$ cat src/rtl/sfd_pkg.sv
package sfd_pkg;
    localparam int unsigned SYM_W = 4;
    localparam int unsigned OCT_W = 2 * SYM_W;

    typedef logic [SYM_W-1:0] sym_t;
    typedef logic [OCT_W-1:0] oct_t;

    typedef struct packed {
        logic half;
        sym_t lo;
        logic bv;
        oct_t data;
    } pack_st_t;
endpackage

$ cat src/rtl/sfd_hunt.sv
module sfd_hunt
    import sfd_pkg::*;
#(
    parameter int unsigned PRE_MIN = 2
) (
    input  logic clk,
    input  logic rst_n,
    input  logic clr,
    input  logic sym_valid,
    input  sym_t sym,
    input  oct_t delim,
    output logic hit
);
    localparam int unsigned RUN_W = $clog2(PRE_MIN + 1);

    typedef struct packed {
        logic [RUN_W-1:0] zrun;   // zeros ending at latest symbol
        logic [RUN_W-1:0] zpre;   // zeros ending just before it
        sym_t             prev;   // latest symbol
    } hunt_st_t;

    hunt_st_t q, d;

    always_comb begin
        d   = q;
        hit = sym_valid && !clr
              && (q.prev == delim[SYM_W-1:0])
              && (sym == delim[OCT_W-1:SYM_W])
              && (q.zpre >= RUN_W'(PRE_MIN));
        if (clr || hit) begin
            d = '0;
        end else if (sym_valid) begin
            d.zpre = q.zrun;
            d.prev = sym;
            if (sym != '0) begin
                d.zrun = '0;
            end else if (q.zrun < RUN_W'(PRE_MIN)) begin
                d.zrun = q.zrun + RUN_W'(1);
            end
        end
    end

    always_ff @(posedge clk) begin
        if (!rst_n) q <= '0;
        else        q <= d;
    end
endmodule

$ cat src/rtl/sfd_pack.sv
module sfd_pack
    import sfd_pkg::*;
(
    input  logic clk,
    input  logic rst_n,
    input  logic clr,
    input  logic en,
    input  sym_t sym,
    output logic byte_valid,
    output oct_t byte_data
);
    pack_st_t q, d;

    always_comb begin
        d    = q;
        d.bv = 1'b0;
        if (clr) begin
            d.half = 1'b0;
            d.lo   = '0;
        end else if (en) begin
            if (!q.half) begin
                d.lo   = sym;
                d.half = 1'b1;
            end else begin
                d.data = {sym, q.lo};
                d.bv   = 1'b1;
                d.half = 1'b0;
            end
        end
    end

    always_ff @(posedge clk) begin
        if (!rst_n) q <= '0;
        else        q <= d;
    end

    assign byte_valid = q.bv;
    assign byte_data  = q.data;
endmodule

$ cat src/rtl/sfd_sync_detect.sv
module sfd_sync_detect
    import sfd_pkg::*;
#(
    parameter int unsigned PRE_MIN = 2,
    parameter int unsigned CNT_W   = 32
) (
    input  logic             clk,
    input  logic             rst_n,
    input  logic             sym_valid,
    input  logic [3:0]       sym,
    input  logic [7:0]       delim_cfg,
    input  logic             ts_en,
    input  logic [CNT_W-1:0] sym_count,
    input  logic             frame_end,
    output logic             sync,
    output logic             byte_valid,
    output logic [7:0]       byte_data,
    output logic [CNT_W-1:0] ts_capture
);
    typedef struct packed {
        logic             sync;
        logic [CNT_W-1:0] ts;
    } top_st_t;

    top_st_t q, d;
    logic    hunt_hit;

    sfd_hunt #(.PRE_MIN(PRE_MIN)) u_hunt (
        .clk       (clk),
        .rst_n     (rst_n),
        .clr       (frame_end),
        .sym_valid (sym_valid && !q.sync),
        .sym       (sym),
        .delim     (delim_cfg),
        .hit       (hunt_hit)
    );

    sfd_pack u_pack (
        .clk        (clk),
        .rst_n      (rst_n),
        .clr        (frame_end),
        .en         (sym_valid && q.sync),
        .sym        (sym),
        .byte_valid (byte_valid),
        .byte_data  (byte_data)
    );

    always_comb begin
        d = q;
        if (frame_end)     d.sync = 1'b0;
        else if (hunt_hit) d.sync = 1'b1;
        if (hunt_hit && ts_en) d.ts = sym_count;
    end

    always_ff @(posedge clk) begin
        if (!rst_n) q <= '0;
        else        q <= d;
    end

    assign sync       = q.sync;
    assign ts_capture = q.ts;
endmodule

$ cat config.mk
export PLATFORM = sky130hd
export DESIGN_NAME = sfd_sync_detect
export DESIGN_NICKNAME = d
export VERILOG_FILES = /design/src/rtl/sfd_pkg.sv /design/src/rtl/sfd_hunt.sv /design/src/rtl/sfd_pack.sv /design/src/rtl/sfd_sync_detect.sv
export SDC_FILE = /design/constraint.sdc
export NUM_CORES = 1
export LEC_CHECK = 0
export BUFFER_PORTS_ARGS = -buffer_cell sky130_fd_sc_hd__clkbuf_2
export CAP_MARGIN = 20
export CORE_ASPECT_RATIO = 1.1
export CORE_UTILIZATION = 48
export DETAILED_ROUTE_END_ITERATION = 8
export PLACE_DENSITY = 0.89
export SYNTH_ARGS = -nofsm -noshare
export SYNTH_HDL_FRONTEND = slang
export SYNTH_SLANG_ARGS = --single-unit
$ cat constraint.sdc
create_clock -name clk -period 1.7 [get_ports clk]
set_input_delay 0.17 -clock clk [delete_from_list [all_inputs] [get_ports clk]]
set_output_delay 0.17 -clock clk [all_outputs]
set_load 0.02 [all_outputs]
Word level (Yosys, flattened, before mapping)
Cells that the tools add are included.
{ "word_totals": {"output_inout_bits": 42, "in_bits": 49, "word_cells": 40, "regBits": 55} }
{ "classes": {"eq_ne": 2, "n_lt_le_gt_ge": 2, "addsub": 1, "n_reduce_logical": 18, "muxes": 4, "n_bitwise": 4} }
{ "op_table": {"columns": ["cell", "count"], "rows": [
  ["2-to-1 mux 9 bit", 1],
  ["== test 4 bit", 2],
  ["logical AND 1 bit", 7],
  ["2-to-1 mux 2 bit", 2],
  ["NOT 1 bit", 4],
  ["AND reduction 2 bit", 2],
  ["nonzero test 4 bit", 1],
  ["OR reduction 2 bit", 2],
  ["AND reduction 3 bit", 1],
  ["OR reduction 3 bit", 1],
  ["adder 2 x 1 -> 2 bit (second input constant)", 1],
  ["greater-or-equal comparator 2 bit (second input constant)", 1],
  ["logical NOT 1 bit", 2],
  ["less-than comparator 2 bit (second input constant)", 1],
  ["nonzero test 2 bit", 1],
  ["logical OR 1 bit", 1],
  ["2-to-1 mux 1 bit", 1]
]} }

Depth between registers and ports, before layout
Gate-level depths: netlist of the first run.
{ "logic_depth": {"depth_word": 8, "ltp_mapped": 5, "depth_no_buf": 4} }

By module
Synthesis of the first run repeated with hierarchy kept, for this count alone.
{ "unflattened": {"hier_cells": 255, "area_unflattened_um2": 2459.9} }
{ "modules_own_cells": {"columns": ["mod", "area_each_um2", "n_inst", "cells_per_inst"], "rows": [
  ["sfd_sync_detect", 1431.4, 1, 152],
  ["sfd_pack", 624.3, 1, 65],
  ["sfd_hunt", 404.1, 1, 38]
]} }

Worst setup path before layout of the first run
OpenSTA, ideal clock, no wires.
{ "synth_timing": {"path_kind": "reg2reg", "from": "register q, in the netlist sync", "to": "register q, in the netlist ts_capture[0]", "stages_incl_launch_ff": 6, "t_required_ns": 1.628, "synth_period_minus_slack_ns": 1.541, "path_slack_ns": 0.159, "path_buffers": 1, "arrival_time_ns": 1.469, "path_cell_list": "dfxtp_1 -> nor2b_1 -> nand4_1 -> nor4_4 -> buf_6 -> mux2i_1"} }
{ "synth_between": {"elab_chain_len": 7} }
{ "synth_lines": {"columns": ["item", "line_no", "rtl"], "rows": [
  ["start, declared", "sfd_sync_detect.sv:25", "top_st_t q, d;"],
  ["start signal, assigned", "sfd_sync_detect.sv:56", "if (!rst_n) q <= '0;"],
  ["start signal, assigned", "sfd_sync_detect.sv:57", "else q <= d;"],
  ["logical NOT 1 bit", "sfd_sync_detect.sv:32", ".sym_valid (sym_valid && !q.sync),"],
  ["logical AND 1 bit", "sfd_sync_detect.sv:32", null],
  ["logical AND 1 bit", "sfd_hunt.sv:26", "hit = sym_valid && !clr"],
  ["logical AND 1 bit", "sfd_hunt.sv:27", "&& (q.prev == delim[SYM_W-1:0])"],
  ["logical AND 1 bit", "sfd_hunt.sv:28", "&& (sym == delim[OCT_W-1:SYM_W])"],
  ["logical AND 1 bit", "sfd_hunt.sv:29", "&& (q.zpre >= RUN_W'(PRE_MIN));"],
  ["logical AND 1 bit", "sfd_sync_detect.sv:52", "if (hunt_hit && ts_en) d.ts = sym_count;"]
]} }
No other way between the ends.
A chain may end at the register's enable or synchronous reset.

Worst setup path after layout of the first run
{ "layout_timing": {"from": "register q, in the netlist sync", "to": "register q, in the netlist ts_capture[17]"} }
The elaborated chain is that of the path after synthesis.

==> metrics.yaml, run 1 <==
outcome: "finished clean"
area_growth_pct: 22.2
synth_top_area_frac: 0.462
cts_tree: "done"
fin_skew_ps: 6.65
yosys_warnings: 0
vdd_ir_drop_max_mv: 0.576
period_needed_ps: 1570
slew_headroom: 0.639
htree_levels: 2
hold_class: "in2reg"
cts_sinks: 54
n_antenna_cell: 0
post-cts-setup-buffer-count: 0
cap_violations: 0
core_area_sq_um: 4650
clock.fmax_mhz: 637
layoutNonFillerInstCount: 393
postLayoutCellArea_sq_um: 2860
power_uw: 2130
max_stage_delay_ps: 360
viasPerCell: 4.98
grt_pass1_wl_mm: 7.02
die_h_microns: 75.3
fill_cells: 403
cts.path.max_buffers: 2
yosysMostFrequentCell: "nand2_1"
ys_seq_area_frac: 0.462
drive_gt1_frac: 0.335
io_buffers: 90
critical_path.max_fanout: 17
dp_cells: 386
wl_per_cell_microns: 11.9
ctsHoldBuffers: 0
routed-via-count: 1958
leakage_uw: 0.00126
setup_viol: 0
cts_root_buf: "clkbuf_8"
ctsResizeCount: 0
yosysUniqueCellTypes: 24
synth_edf_count: 0
synthArstFlopShare: 0
synthTopCellsByArea: "dfxtp_1, mux2i_1, nand2_1"
ioPinCount: 91
routed_wl_mm: 4.67
reg2reg_depth: 5
dpl_cell_area_sq_um: 2770
placementRows: 26
start_kind: "flip-flop"
syn-cell-area_sq_um: 2340
synth_common_cells: "nand2_1, dfxtp_1, mux2i_1"
ys.flop_type: "dfxtp_1"
synth_cells: 257
grt_antenna_before_repair: 0
p_per_area_nw_per_um2: 744
worstSetupPathType: "reg2reg"
worstPathRequired_ps: 1940
place_congestion: 0.824
avgSynthCellArea_sq_um: 9.11
drc: 0
die-area_sq_um: 5160
dp_hpwl_mm: 3.57
yosys.area.top_type: "dfxtp_1"
cp_slowest_cell: "dfxtp_1"
synth_fp_nets: 306
cp_data_arrival_time_ps: 1810
ys_ff_latch: 54
die_x_microns: 68.6
hold_violations: 0
grt_max_degree: 35
grt_overflow: 0
worst_pin_slew_ps: 537
grtUsageTotal: 0.183
path_clk_slew_ps: 90
hold_depth: 3
firstDrtPassIters: 4
ant_nets: 0
whs_ps: 86.7
cts-buffers-inserted: 5
setup_tns_ps: 0
drt_iter0_drc: 77
clock_latency_ps: 300
initial_core_util: 0.503
crit_chain: "nor2b_1 > nand4_1 > nor4_4 > buf_6 > mux2i_1"
slew_violations: 0
rsz0062_at_grt: "yes"
worst_setup_path_end_kind: "flip-flop"
fin_crit_sh: 0.923
grt_pass1_vias: 1668
fin_nets: 386
## layout make-up
class                   instances  area (sq um)  share of cell area
clock buffers                   5          68.8              0.0240
well taps                      56          70.1              0.0245
clock inverters                 2          10.0             0.00350
flip-flops and latches         54          1080               0.378
inverters                       1          3.75             0.00131
multi-input cells             179          1130               0.393
repair buffers                 96           503               0.176
## stage by stage
step / util / setup slack [ps]
final: 0.615 / 130
after CTS: 0.612 / 62.5
after global placement: 0.595 / 160
after floorplan: - / 159
after global routing: 0.615 / -8.66
after detailed placement: 0.595 / 90.9
## routing by layer
layer / up-vias / wire length [microns] / GRT usage / part of all wire
li1: 997 / - / - / -
met1: 890 / 2010 / 0.207 / 0.43
met2: 61 / 2370 / 0.331 / 0.51
met3: 10 / 185 / 0.0485 / 0.040
met4: 0 / 102 / 0.0556 / 0.022
met5: - / 0 / 0 / 0
## final timing paths
path                               startpoint        endpoint  slack (ps)
worst max-delay path                     sync  ts_capture[17]         130
worst min-delay path            sym_count[31]  ts_capture[31]          90
worst max register to register           sync  ts_capture[17]         130
worst min register to register  ts_capture[8]   ts_capture[8]         460
## flip-flops by register name, summed over array words and instances (netlist names)
register           flops
sync                   1
u_pack.byte_data       8
u_pack.q               5
u_pack.byte_valid      1
u_hunt.q               7
ts_capture            32
## logic make-up (layout without fill, tap and decap cells)
logic type	count (synthesis)	count (layout)	share of synthesized area
xor gates and xnor gates	5	5	0.0283
and+or+nand+nor	120	120	0.233
muxes	41	41	0.175
AOI/OAI and AO/OA	13	13	0.0406
DFF	54	54	0.462
buffers and inverters	24	104	0.0609
## report_power, final
group / switching, uW / internal (uW) / total (uW)
registers: 2.60 / 1270 / 1270
logic: 93.8 / 84.4 / 178
clock network: 404 / 278 / 682
## worst max-delay path, delay by kind of cell, from the launching register on
family | cells | cell delay (ps)
AND/OR/NAND/NOR | 3 | 660
buffers and inverters | 1 | 270
multiplexers | 1 | 210
flip-flops | 1 | 360
## cells in the final DEF (no fill, tap or decap), drive strengths merged
master   Yosys  layout
o22ai        1       1
o21ba        1       1
a21oi        2       2
nor4         3       3
buf         11       6
nand2b       8       8
inv          1       1
dfxtp       54      54
nor2b        2       2
xnor2        5       5
a21boi       8       8
nor2         7       7
nand4        4       4
or2          2       2
nor3         8       8
nand3        3       3
nand2       83      83
mux2i       41      41
clkinv       0       2
a2bb2oi      1       1
clkbuf      12      95
Note: power is estimated with default switching activity, not from simulation.
==> run 2, diff against run 1 <==
Settings changed: GPL_TIMING_DRIVEN set to 0.
==> metrics.yaml, run 2 (synthesis gave the netlist of run 1 again) <==
grt_pass1_vias: 1840
p_per_area_nw_per_um2: 810
largest_register_ffs: 32
core_area_sq_um: 4650
firstDrtPassIters: 4
leakage_uw: 0.00134
clock.fmax_mhz: 610
fin_skew_ps: 10.1
io_buffers: 89
die_x_microns: 68.6
cp_slowest_cell: "dfxtp_2"
hold_end: "ts_capture[21]"
max_stage_delay_ps: 350
cts_tree: "done"
ant_nets: 0
mostFrequentLayoutCells: "clkbuf_2, nand2_1, dfxtp_1, mux2i_1, clkbuf_1"
min_from: "sym_count[21]"
grtUsageTotal: 0.205
viasPerCell: 4.91
routed-via-count: 2019
critPathLaunch: "u_hunt.q[1]"
outcome: "finished clean"
routed_wl_mm: 5.05
reg2reg_depth: 6
vdd_ir_drop_max_mv: 0.597
ioPinCount: 91
dp_hpwl_mm: 3.80
start_kind: "flip-flop"
htree_levels: 2
path_clk_slew_ps: 100
rsz0062_at_grt: "no"
die_h_microns: 75.3
reg2reg_slack_ps: 60
crit_path_frequent_cell: "buf_6"
drive_gt1_frac: 0.352
n_antenna_cell: 0
grt_max_degree: 18
worst_setup_path_end_kind: "flip-flop"
area_growth_pct: 29.6
power_uw: 2460
grt_pass1_wl_mm: 7.86
worstSetupPathType: "reg2reg"
initial_core_util: 0.503
critical_path.max_fanout: 10
hold_class: "in2reg"
crit_family: "simple AND/OR/NAND/NOR gates"
fin_crit_sh: 0.964
cts_root_buf: "clkbuf_8"
cp_num_buf_inv: 2
placementRows: 26
crit_chain: "xnor2_2 > nand3_2 > nor4_4 > buf_6 > buf_6 > mux2i_2"
worst-path-stages: 6
hold_violations: 0
slew_headroom: 0.645
whs_ps: 76.0
place_congestion: 0.779
cts-buffers-inserted: 5
r2r-end: "ts_capture[29]"
worst_pin_slew_ps: 528
drc: 0
worstPathRequired_ps: 1930
hold_depth: 3
cts_sinks: 54
layout_commonest_cell: "clkbuf_2"
grt_overflow: 0
cap_violations: 0
wl_per_cell_microns: 12.3
drt_iter0_drc: 61
setup_viol: 0
cp_data_arrival_time_ps: 1870
slew_violations: 0
cts.path.max_buffers: 2
period_needed_ps: 1640
grt_antenna_before_repair: 0
clock_latency_ps: 310
ctsHoldBuffers: 0
die-area_sq_um: 5160
regToRegStartpoint: "u_hunt.q[1]"
fin_nets: 403
-- run 2: cell types whose count changed in the layout (fill, tap and decap cells not counted), sizes merged --
cell and delta:
clkbuf +11, buf +6, bufinv +2, clkinv -1
-- run 2: timing repair --
| item | 4_1_cts | 5_1_grt |
|---|---|---|
| gates resized for setup | 0 | 8 |
| setup buffers | 1 | 0 |
| pin swaps | 1 | 3 |
| endpoints found under the setup margin | 30 | 30 |
-- run 2: where the power goes --
group / total [uW] / switching (uW) / internal, uW
combinational: 185 / 101 / 84.2
clock: 1010 / 415 / 590
sequential: 1270 / 2.96 / 1270
total: 2460 / 519 / 1940
-- run 2: final cells by class --
| type | instances | area (sq um) |
|---|---|---|
| plain buffers | 23 | 139 |
| inverters | 1 | 3.75 |
| multi-input cells | 179 | 1150 |
| clock inverters | 3 | 68.8 |
| repair buffers | 90 | 457 |
| well taps | 56 | 70.1 |
| flip-flops and latches | 54 | 1080 |
| fillers | 396 | 1620 |
| clock buffers | 5 | 68.8 |
-- run 2: routing by layer --
layer  up-vias  share of wire  GRT usage
met2        63           0.53      0.369
li1       1027              -          -
met4         0          0.012     0.0648
met5         -              0          0
met1       925           0.41      0.228
met3         4          0.053     0.0606
-- run 2: stage by stage --
step	setup slack [ps]	setup TNS, ps	instance area, sq um	utilization	instances
CTS	58.1	0	3000	0.646	411
global route	3.53	0	3040	0.653	411
detailed placement	-137	-3060	2860	0.614	402
global placement	-67.9	-1780	2860	0.614	402
finish	61.0	0	3040	0.653	411
floorplan	159	0	2340	-	257
-- run 2: worst max-delay path by stage --
stage / to / slack [ps]
floorplan: ts_capture[0] / 160
global placement: ts_capture[19] / -70
detailed placement: ts_capture[24] / -140
CTS: ts_capture[24] / 60
global route: ts_capture[29] / 4
finish: ts_capture[29] / 60
-- run 2: worst register-to-register path: stages (launching register included) --
cell	delay, ps
dfxtp_2	350
xnor2_2	160
nand3_2	150
nor4_4	320
buf_6	170
buf_6	180
mux2i_2	240
